### src/rtl/adc_seq_pkg.sv
package adc_seq_pkg;

  typedef enum logic [2:0] {
    ST_IDLE  = 3'd0,
    ST_SEL   = 3'd1,
    ST_PULSE = 3'd2,
    ST_WAIT  = 3'd3,
    ST_RDLO  = 3'd4,
    ST_RDHI  = 3'd5,
    ST_DONE  = 3'd6
  } seq_st_e;

  // nanoseconds to whole clock cycles, rounded up, never below one
  function automatic int ns_to_cyc(input int ns, input int mhz);
    int c;
    c = (ns * mhz + 999) / 1000;
    return (c < 1) ? 1 : c;
  endfunction

  function automatic logic [15:0] word_from_bus(input logic [11:0] d);
    return {4'h0, d};
  endfunction

  function automatic logic [15:0] word_from_bytes(input logic [7:0] lo, input logic [3:0] hi);
    return {4'h0, hi, lo};
  endfunction

  function automatic logic sel_active(input seq_st_e st, input logic fr);
    return fr || (st != ST_IDLE);
  endfunction

  function automatic logic rd_active(input seq_st_e st, input logic fr);
    return fr || (st == ST_RDLO) || (st == ST_RDHI);
  endfunction

endpackage

### src/rtl/adc_busy_sync.sv
module adc_busy_sync #(
  parameter int STAGES = 2
) (
  input  logic clk,
  input  logic rst_n,
  input  logic async_in,
  output logic rise
);
  logic [STAGES-1:0] sh;
  logic              last;

  always_ff @(posedge clk or negedge rst_n) begin
    if (!rst_n) begin
      sh   <= '1;
      last <= 1'b1;
    end else begin
      sh   <= {sh[STAGES-2:0], async_in};
      last <= sh[STAGES-1];
    end
  end

  assign rise = sh[STAGES-1] && !last;
endmodule

### src/rtl/adc_cyc_timer.sv
module adc_cyc_timer #(
  parameter int W = 8
) (
  input  logic         clk,
  input  logic         rst_n,
  input  logic         load,
  input  logic [W-1:0] load_val,
  output logic         done
);
  logic [W-1:0] cnt;

  always_ff @(posedge clk or negedge rst_n) begin
    if (!rst_n)           cnt <= '0;
    else if (load)        cnt <= load_val;
    else if (cnt != '0)   cnt <= cnt - 1'b1;
  end

  assign done = (cnt == '0);
endmodule

### src/rtl/adc_seq_fsm.sv
module adc_seq_fsm
  import adc_seq_pkg::*;
#(
  parameter int PULSE_CYC = 5,
  parameter int TO_CYC    = 1250,
  parameter int RD_CYC    = 2,
  parameter int TW        = 11
) (
  input  logic          clk,
  input  logic          rst_n,
  input  logic          sample_req,
  input  logic          byte_mode,
  input  logic          free_run,
  input  logic          busy_rise,
  input  logic [11:0]   adc_data,
  input  logic          seq_done,
  input  logic          acq_done,
  output logic          seq_load,
  output logic [TW-1:0] seq_val,
  output logic          acq_load,
  output logic          cs_n,
  output logic          conv_n,
  output logic          rd_n,
  output logic          hbyte,
  output logic [15:0]   sample,
  output logic          sample_vld,
  output logic          timeout_err,
  output logic          conv_inflight,
  output logic          fr_mode
);
  seq_st_e    st, st_d;
  logic       pend, fr_q, bm_q, go, fr_d, timeout_hit;
  logic [7:0] lo_byte;

  assign go          = (st == ST_IDLE) && (pend || sample_req || free_run) && acq_done;
  assign fr_d        = (st == ST_IDLE) ? free_run : fr_q;
  assign timeout_hit = (st == ST_WAIT) && !busy_rise && seq_done;

  always_comb begin
    st_d     = st;
    seq_load = 1'b0;
    seq_val  = '0;
    acq_load = 1'b0;
    unique case (st)
      ST_IDLE:  if (go) st_d = ST_SEL;
      ST_SEL: begin
        st_d     = ST_PULSE;
        seq_load = 1'b1;
        seq_val  = TW'(PULSE_CYC - 1);
      end
      ST_PULSE: if (seq_done) begin
        st_d     = ST_WAIT;
        seq_load = 1'b1;
        seq_val  = TW'(TO_CYC - 1);
      end
      ST_WAIT: begin
        if (busy_rise) begin
          acq_load = 1'b1;
          if (fr_q) st_d = ST_DONE;
          else begin
            st_d     = ST_RDLO;
            seq_load = 1'b1;
            seq_val  = TW'(RD_CYC - 1);
          end
        end else if (seq_done) st_d = ST_IDLE;
      end
      ST_RDLO: if (seq_done) begin
        if (bm_q) begin
          st_d     = ST_RDHI;
          seq_load = 1'b1;
          seq_val  = TW'(RD_CYC - 1);
        end else st_d = ST_DONE;
      end
      ST_RDHI:  if (seq_done) st_d = ST_DONE;
      ST_DONE:  st_d = ST_IDLE;
      default:  st_d = ST_IDLE;
    endcase
  end

  always_ff @(posedge clk or negedge rst_n) begin
    if (!rst_n) begin
      st          <= ST_IDLE;
      pend        <= 1'b0;
      fr_q        <= 1'b0;
      bm_q        <= 1'b0;
      lo_byte     <= '0;
      sample      <= '0;
      sample_vld  <= 1'b0;
      timeout_err <= 1'b0;
      cs_n        <= 1'b1;
      conv_n      <= 1'b1;
      rd_n        <= 1'b1;
      hbyte       <= 1'b0;
    end else begin
      st <= st_d;
      if (st != ST_IDLE || go) pend <= 1'b0;
      else if (sample_req)     pend <= 1'b1;
      if (st == ST_IDLE) begin
        fr_q <= free_run;
        bm_q <= byte_mode;
      end
      if (go)               timeout_err <= 1'b0;
      else if (timeout_hit) timeout_err <= 1'b1;
      if (st == ST_WAIT && busy_rise && fr_q) sample <= word_from_bus(adc_data);
      if (st == ST_RDLO && seq_done) begin
        if (bm_q) lo_byte <= adc_data[7:0];
        else      sample  <= word_from_bus(adc_data);
      end
      if (st == ST_RDHI && seq_done) sample <= word_from_bytes(lo_byte, adc_data[3:0]);
      sample_vld <= (st_d == ST_DONE);
      cs_n       <= !sel_active(st_d, fr_d);
      conv_n     <= (st_d != ST_PULSE);
      rd_n       <= !rd_active(st_d, fr_d);
      hbyte      <= (st_d == ST_RDHI);
    end
  end

  assign conv_inflight = (st == ST_WAIT);
  assign fr_mode       = fr_q;
endmodule

### src/rtl/adc_seq_top.sv
module adc_seq_top
  import adc_seq_pkg::*;
#(
  parameter int CLK_MHZ    = 125,
  parameter int PULSE_NS   = 40,
  parameter int ACQ_NS     = 2000,
  parameter int TIMEOUT_NS = 10000
) (
  input  logic        clk,
  input  logic        rst_n,
  input  logic        sample_req,
  input  logic        byte_mode,
  input  logic        free_run,
  output logic        adc_cs_n,
  output logic        adc_conv_n,
  output logic        adc_rd_n,
  output logic        adc_hbyte,
  input  logic        adc_rdy,
  input  logic [11:0] adc_data,
  output logic [15:0] sample,
  output logic        sample_vld,
  output logic        timeout_err
);
  localparam int PULSE_CYC = ns_to_cyc(PULSE_NS, CLK_MHZ);
  localparam int ACQ_CYC   = ns_to_cyc(ACQ_NS, CLK_MHZ);
  localparam int TO_CYC    = ns_to_cyc(TIMEOUT_NS, CLK_MHZ);
  localparam int RD_CYC    = 2;
  localparam int SEQ_MAX   = (TO_CYC > PULSE_CYC) ? TO_CYC : PULSE_CYC;
  localparam int TW        = $clog2(SEQ_MAX + RD_CYC + 1);
  localparam int AW        = $clog2(ACQ_CYC + 1);

  logic          busy_rise, seq_load, seq_done, acq_load, acq_done;
  logic [TW-1:0] seq_val;
  logic          conv_inflight, fr_mode;

  adc_busy_sync #(.STAGES(2)) u_sync (
    .clk(clk), .rst_n(rst_n), .async_in(adc_rdy), .rise(busy_rise)
  );

  adc_cyc_timer #(.W(TW)) u_seq_tmr (
    .clk(clk), .rst_n(rst_n), .load(seq_load), .load_val(seq_val), .done(seq_done)
  );

  adc_cyc_timer #(.W(AW)) u_acq_tmr (
    .clk(clk), .rst_n(rst_n), .load(acq_load), .load_val(AW'(ACQ_CYC - 1)), .done(acq_done)
  );

  adc_seq_fsm #(
    .PULSE_CYC(PULSE_CYC), .TO_CYC(TO_CYC), .RD_CYC(RD_CYC), .TW(TW)
  ) u_fsm (
    .clk(clk), .rst_n(rst_n), .sample_req(sample_req), .byte_mode(byte_mode),
    .free_run(free_run), .busy_rise(busy_rise), .adc_data(adc_data),
    .seq_done(seq_done), .acq_done(acq_done), .seq_load(seq_load),
    .seq_val(seq_val), .acq_load(acq_load), .cs_n(adc_cs_n), .conv_n(adc_conv_n),
    .rd_n(adc_rd_n), .hbyte(adc_hbyte), .sample(sample), .sample_vld(sample_vld),
    .timeout_err(timeout_err), .conv_inflight(conv_inflight), .fr_mode(fr_mode)
  );
endmodule

### config.mk
export PLATFORM = sky130hd
export DESIGN_NAME = adc_seq_top
export DESIGN_NICKNAME = d
export VERILOG_FILES = /design/src/rtl/adc_seq_pkg.sv /design/src/rtl/adc_busy_sync.sv /design/src/rtl/adc_cyc_timer.sv /design/src/rtl/adc_seq_fsm.sv /design/src/rtl/adc_seq_top.sv
export SDC_FILE = /design/constraint.sdc
export NUM_CORES = 1
export LEC_CHECK = 0
export BUFFER_PORTS_ARGS = -buffer_cell sky130_fd_sc_hd__buf_2
export CAP_MARGIN = 20
export CELL_PAD_IN_SITES_DETAIL_PLACEMENT = 1
export CELL_PAD_IN_SITES_GLOBAL_PLACEMENT = 1
export CORE_MARGIN = 5
export CORE_UTILIZATION = 43
export CTS_CLUSTER_DIAMETER = 80
export DETAILED_ROUTE_END_ITERATION = 7
export PLACE_DENSITY = 0.85
export SLEW_MARGIN = 20
export SYNTH_ARGS = -nofsm -noshare
export SYNTH_HDL_FRONTEND = slang
export SYNTH_HIERARCHICAL = 1
export SYNTH_SLANG_ARGS = --single-unit
### constraint.sdc
create_clock -name clk -period 3.9 [get_ports clk]
set_input_delay 0.39 -clock clk [delete_from_list [all_inputs] [get_ports clk]]
set_output_delay 0.39 -clock clk [all_outputs]
set_load 0.05 [all_outputs]
# Word level (Yosys, flattened, before mapping)
# Cells that the tools add are included.
[totals] output_inout_bits=22 regBits=58 input_bits=18 word_cells=94
[classes] n_addsub=2 eq_ne=9 reduce_logical=31 n_mux=36
[ops] operator="16-bit 2-to-1 mux" n=4
[ops] operator="11-bit 2-to-1 mux" n=5
[ops] operator="11-bit one-hot mux with 4 select lines" n=1
[ops] operator="3-bit 2-to-1 mux" n=6
[ops] operator="3-bit one-hot mux with 6 select lines" n=1
[ops] operator="8-bit 2-to-1 mux" n=2
[ops] operator="3-bit == test (second input constant)" n=5
[ops] operator="1-bit 2-to-1 mux" n=14
[ops] operator="11-bit zero test" n=1
[ops] operator="11-bit nonzero test" n=1
[ops] operator="11-bit by 1-bit subtractor with 11-bit output (second input constant)" n=1
[ops] operator="1-bit logical AND" n=9
[ops] operator="8-bit zero test" n=1
[ops] operator="2-bit nonzero test" n=4
[ops] operator="8-bit nonzero test" n=1
[ops] operator="8-bit by 1-bit subtractor with 8-bit output (second input constant)" n=1
[ops] operator="3-bit by 2-bit == test with 1-bit output (second input constant)" n=2
[ops] operator="1-bit logical OR" n=6
[ops] operator="3-bit nonzero test" n=2
[ops] operator="1-bit zero test" n=4
[ops] operator="2-bit 2-to-1 mux" n=2
[ops] operator="1-bit one-hot mux with 4 select lines" n=1
[ops] operator="3-bit by 1-bit == test with 1-bit output (second input constant)" n=1
[ops] operator="3-bit zero test" n=1
[ops] operator="other kinds (2)" n=2

# Longest topological paths before layout
[logic_depth] ltp_word=10 mapped_depth=11 depth_no_buf=9

# By module
# The synthesis kept the hierarchy.
[modules_own_cells] mod="adc_seq_fsm" cells_per_inst=166 seq_area_each_um2=904.6 n_inst=1 area_each_um2=1710.4
[modules_own_cells] mod="adc_cyc_timer at u_seq_tmr" cells_per_inst=63 seq_area_each_um2=275.3 n_inst=1 area_each_um2=626.9
[modules_own_cells] mod="adc_cyc_timer at u_acq_tmr" cells_per_inst=54 seq_area_each_um2=200.2 n_inst=1 area_each_um2=476.7
[modules_own_cells] mod="adc_busy_sync" cells_per_inst=4 seq_area_each_um2=78.8 n_inst=1 area_each_um2=92.6
[modules_own_cells] mod="adc_seq_top" cells_per_inst=2 seq_area_each_um2=0.0 n_inst=1 area_each_um2=7.5

# Worst setup path before layout
# OpenSTA, ideal clock, no wires.
[synth_path] kind="reg-to-reg" startpoint="register u_seq_tmr.cnt[3]" endpoint="register u_seq_tmr.cnt[10]" setup_slack_ps=1086 n_path_buf=2 setup_time_ps=136 path_stages_with_launch=9 arrival_time_ps=2678 period_less_slack_ps=2814 t_required_ps=3764 cell_sequence="dfrtp_1 > or4_4 > nor3_4 > nor2b_1 > a31oi_1 > o21ai_0 > clkbuf_1 > clkbuf_1 > o21ai_0"
[synth_between] elab_chain_len=4 elab_cells_between_ends=11 cone_classes="add/sub: 1; mux: 7; reduce/logical: 3"
[synth_lines] element="from (decl)" line="adc_cyc_timer.sv:10" source="logic [W-1:0] cnt;"
[synth_lines] element="from (signal assigned)" line="adc_cyc_timer.sv:14" source="else if (load) cnt <= load_val;"
[synth_lines] element="from (signal assigned)" line="adc_cyc_timer.sv:15" source="else if (cnt != '0) cnt <= cnt - 1'b1;"
[synth_lines] element="11-bit zero test (*)" line="adc_cyc_timer.sv:18" source="assign done = (cnt == '0);"
[synth_lines] element="net seq_done" line="adc_seq_top.sv:32" source="logic busy_rise, seq_load, seq_done, acq_load, acq_done;"
[synth_lines] element="1-bit 2-to-1 mux, on equally long branches" line="adc_seq_fsm.sv:67, adc_seq_fsm.sv:51"
[synth_lines] element="1-bit one-hot mux with 4 select lines (*)" line="adc_seq_fsm.sv:44" source="unique case (st)"
[synth_lines] element="net seq_load" line="adc_seq_top.sv:32"
[synth_lines] element="11-bit 2-to-1 mux / 2-bit nonzero test (equally long branches)"
# The timed path passes the listed nets; every way through them passes the cells marked *. The select of a mux whose other input is x is not followed.
# A chain may end at the register's enable or synchronous reset.

# Worst setup path in the final report
[layout_path] startpoint="register u_seq_tmr.cnt[3]" endpoint="register u_seq_tmr.cnt[8]"
# The elaborated chain is that of the path after synthesis.

==> run metrics <==
status=completed; IO Count=40; count of different cell masters after synthesis=63; antenna violations before repair=0; clock sink count=58; max_cap viols=0; Worst R2R Setup Slack=~1200 ps; Via density=between 5 and 6; Slew headroom=0.562; Resized cells post-CTS=0; Main synth FF type=dfrtp_1; share of cells above drive strength 1=0.252; clock buffer depth=2; DRT iter0 DRCs=65; Buffers on Ports=39; Post-synth ARST share=1.00; # nets final=352; grt ovf=0; TritonRoute pass-1 iters=4; Worst Setup Start Kind=register; TritonCTS clock tree=yes; GP Congestion=slightly above 0.8; global-route wire length before repair=approximately 12000 µm; Tmin final=about 2700 ps; CTS Root Cell=clkbuf_8; Final Util=0.504; unrepaired setup endpoints after global routing=false; worst-margin pin slew=651 ps; DIE HEIGHT=92.3 µm; ANT nets after route=0; synthesized area per cell=between 10 and 15 µm²; Placement Cell Area=around 0.0031 mm²; All-Layer GR Usage=0.178; Setup TNS=0 ps; post-route clock period utilization=0.694; Via Count=roughly 2300; EDFF count, synth=0; Core Area=0.00668 mm²; post-synthesis cell area=approximately 0.0029 mm²; number of remaining DRC errors=0; routed wire length=around 7000 µm; Max FO, Critical Path=21; # Post-CTS Setup Buffers=0; Reg clk slew, reported paths=about 60 ps; CTS hold repair buffers=0; post-detail-place hpwl=4940 µm; pin count of the biggest net entering global routing=31; worst reg2reg path depth=9; reg-to-reg critical path endpoint=u_seq_tmr/cnt[8]$_DFFE_PN0P_; Final Hold Fails=0; CP Class=reg2reg; Pins Over Slew Limit=0; # setup viols final=0; post-synthesis sequential area ratio=0.501; highest clock rate=approximately 370 MHz; clk_lat worst skew=around 340 ps; drt wl/cell=between 15 and 20 µm; static leakage=~1.5 nW; H-tree depth=3; Fin Clk Skew=9.70 ps; Synth-to-Final Area Change=15.6%; Max IR drop VDD=0.392 mV; Ys Warns=6; Initial Util=0.436; Req. time, crit path=4120 ps; pwr dens=just under 800 mW/mm²; FF-to-FF Start=u_seq_tmr/cnt[3]$_DFFE_PN0P_; total power=about 2.6 mW; Post-Layout Inst Area=0.00337 mm²; #FFs+latches synth=58; Cells after Synth=~290; ANT cells=0; Crit. End Element=register; Rows=30; CTS Buf Count=9; vias in the first global route=2504; Die Wd=92.3 µm; class of the worst hold path=in2async; Worst EP arrival=around 3000 ps; DIE AREA=around 0.0085 mm²
[kinds of logic after synthesis]
logic type	synth area share
and+or+nand+nor	0.211
AOI/OAI and AO/OA	0.152
DFF	0.501
buffers and inverters	0.0605
muxes	0.0425
xor gates and xnor gates	0.0210
other	0.00386
adders and majority gates	0.00859
[where the power goes]
part           switching (mW)  leakage [nW]  internal (mW)
Sequential              0.192         0.675          0.803
Clock                   0.240         0.114          0.424
Combinational           0.604         0.742          0.345
[through the flow]
stage,hold WS [ps],cells,setup WS [ps]
2_1_floorplan,94.4,299,1090
3_3_place_gp,347,401,1290
3_5_place_dp,348,401,1200
4_1_cts,81.7,417,1190
5_1_grt,110,417,1030
6_report,69.4,417,1190
[layout make-up]
cell class                 instances  area (µm²)
fill                             767        3310
sequential                        58        1460
multi-input combinational        211        1320
timing repair buffer              43         225
clock buffer                      11         131
clock inverter                     5         103
tap                               80         100
inverter                           9        33.8
[synthesized netlist by cell type, drive strengths merged (4+ instances only)]
master / count / area, µm²
o21ai: 10 / 50.1
mux2: 11 / 124
dfrtp: 52 / 1300
or4: 4 / 37.5
nand2: 45 / 171
a31oi: 15 / 93.8
nor4: 4 / 25.0
nor2b: 7 / 51.3
nor3: 8 / 56.3
dfstp: 6 / 158
nor3b: 5 / 37.5
a21oi: 4 / 20.0
buf: 15 / 114
clkbuf: 5 / 20.0
xnor2: 6 / 52.6
inv: 9 / 33.8
nand3: 4 / 20.0
nor2: 26 / 97.6
o31ai: 5 / 37.5
and3: 4 / 25.0
[routing by layer]
| layer | track usage | vias up | wire length, µm |
|---|---|---|---|
| met1 | 0.205 | 1152 | 2970 |
| met3 | 0.0447 | 18 | 177 |
| met4 | 0.0903 | 0 | 208 |
| met5 | 0 | - | 0 |
| li1 | - | 1089 | - |
| met2 | 0.304 | 33 | 3630 |
[state kept, by name (all words and copies together), names as in the netlist]
register and flops:
u_fsm/sample 16, u_seq_tmr/cnt 11, u_acq_tmr/cnt 8, u_fsm/lo_byte 8
u_fsm/st 3, u_sync/sh 2, u_fsm/bm_q 1, u_fsm/conv_n 1
u_fsm/cs_n 1, u_fsm/fr_mode 1, u_fsm/hbyte 1, u_fsm/pend 1
u_fsm/rd_n 1, u_fsm/sample_vld 1, u_fsm/timeout_err 1, u_sync/last 1
[cells in the final DEF (no fill, tap or decap), drive strengths merged, types with 2 or more instances in the layout]
cell type	instances
nor2	26
and2	3
nor3	8
o21ai	10
mux2	11
a211oi	2
a31oi	15
nand2b	2
a22o	3
dfrtp	52
inv	9
nor3b	5
nor4	4
a2bb2oi	2
o41ai	3
nand3	4
nand2	45
or4	4
clkbuf	11
and3	4
dfstp	6
conb	13
o31ai	5
bufinv	3
nor2b	7
ha	2
o211ai	2
o311ai	2
a21oi	4
buf	43
xnor2	6
[worst max-delay path, stage by stage, from the launching register on]
cell	delay (ps)
dfrtp_1	430
or4_4	570
nor3_4	160
buf_4	220
nor2b_1	310
a31oi_1	140
o21ai_1	140
buf_4	240
nor3b_1	70
a221o_1	310
[worst max-delay path by stage]
stage | slack [ps] | end | from
6_report | 1190 | u_seq_tmr/cnt[8]$_DFFE_PN0P_ | u_seq_tmr/cnt[3]$_DFFE_PN0P_
5_1_grt | 1030 | u_seq_tmr/cnt[8]$_DFFE_PN0P_ | u_seq_tmr/cnt[3]$_DFFE_PN0P_
4_1_cts | 1190 | u_seq_tmr/cnt[8]$_DFFE_PN0P_ | u_seq_tmr/cnt[3]$_DFFE_PN0P_
3_5_place_dp | 1200 | u_seq_tmr/cnt[8]$_DFFE_PN0P_ | u_seq_tmr/cnt[3]$_DFFE_PN0P_
3_3_place_gp | 1290 | u_seq_tmr/cnt[8]$_DFFE_PN0P_ | u_seq_tmr/cnt[3]$_DFFE_PN0P_
2_1_floorplan | 1090 | u_seq_tmr/cnt[10]$_DFFE_PN0P_ | u_seq_tmr/cnt[3]$_DFFE_PN0P_
No activity file was read; power rests on OpenSTA's default activity.
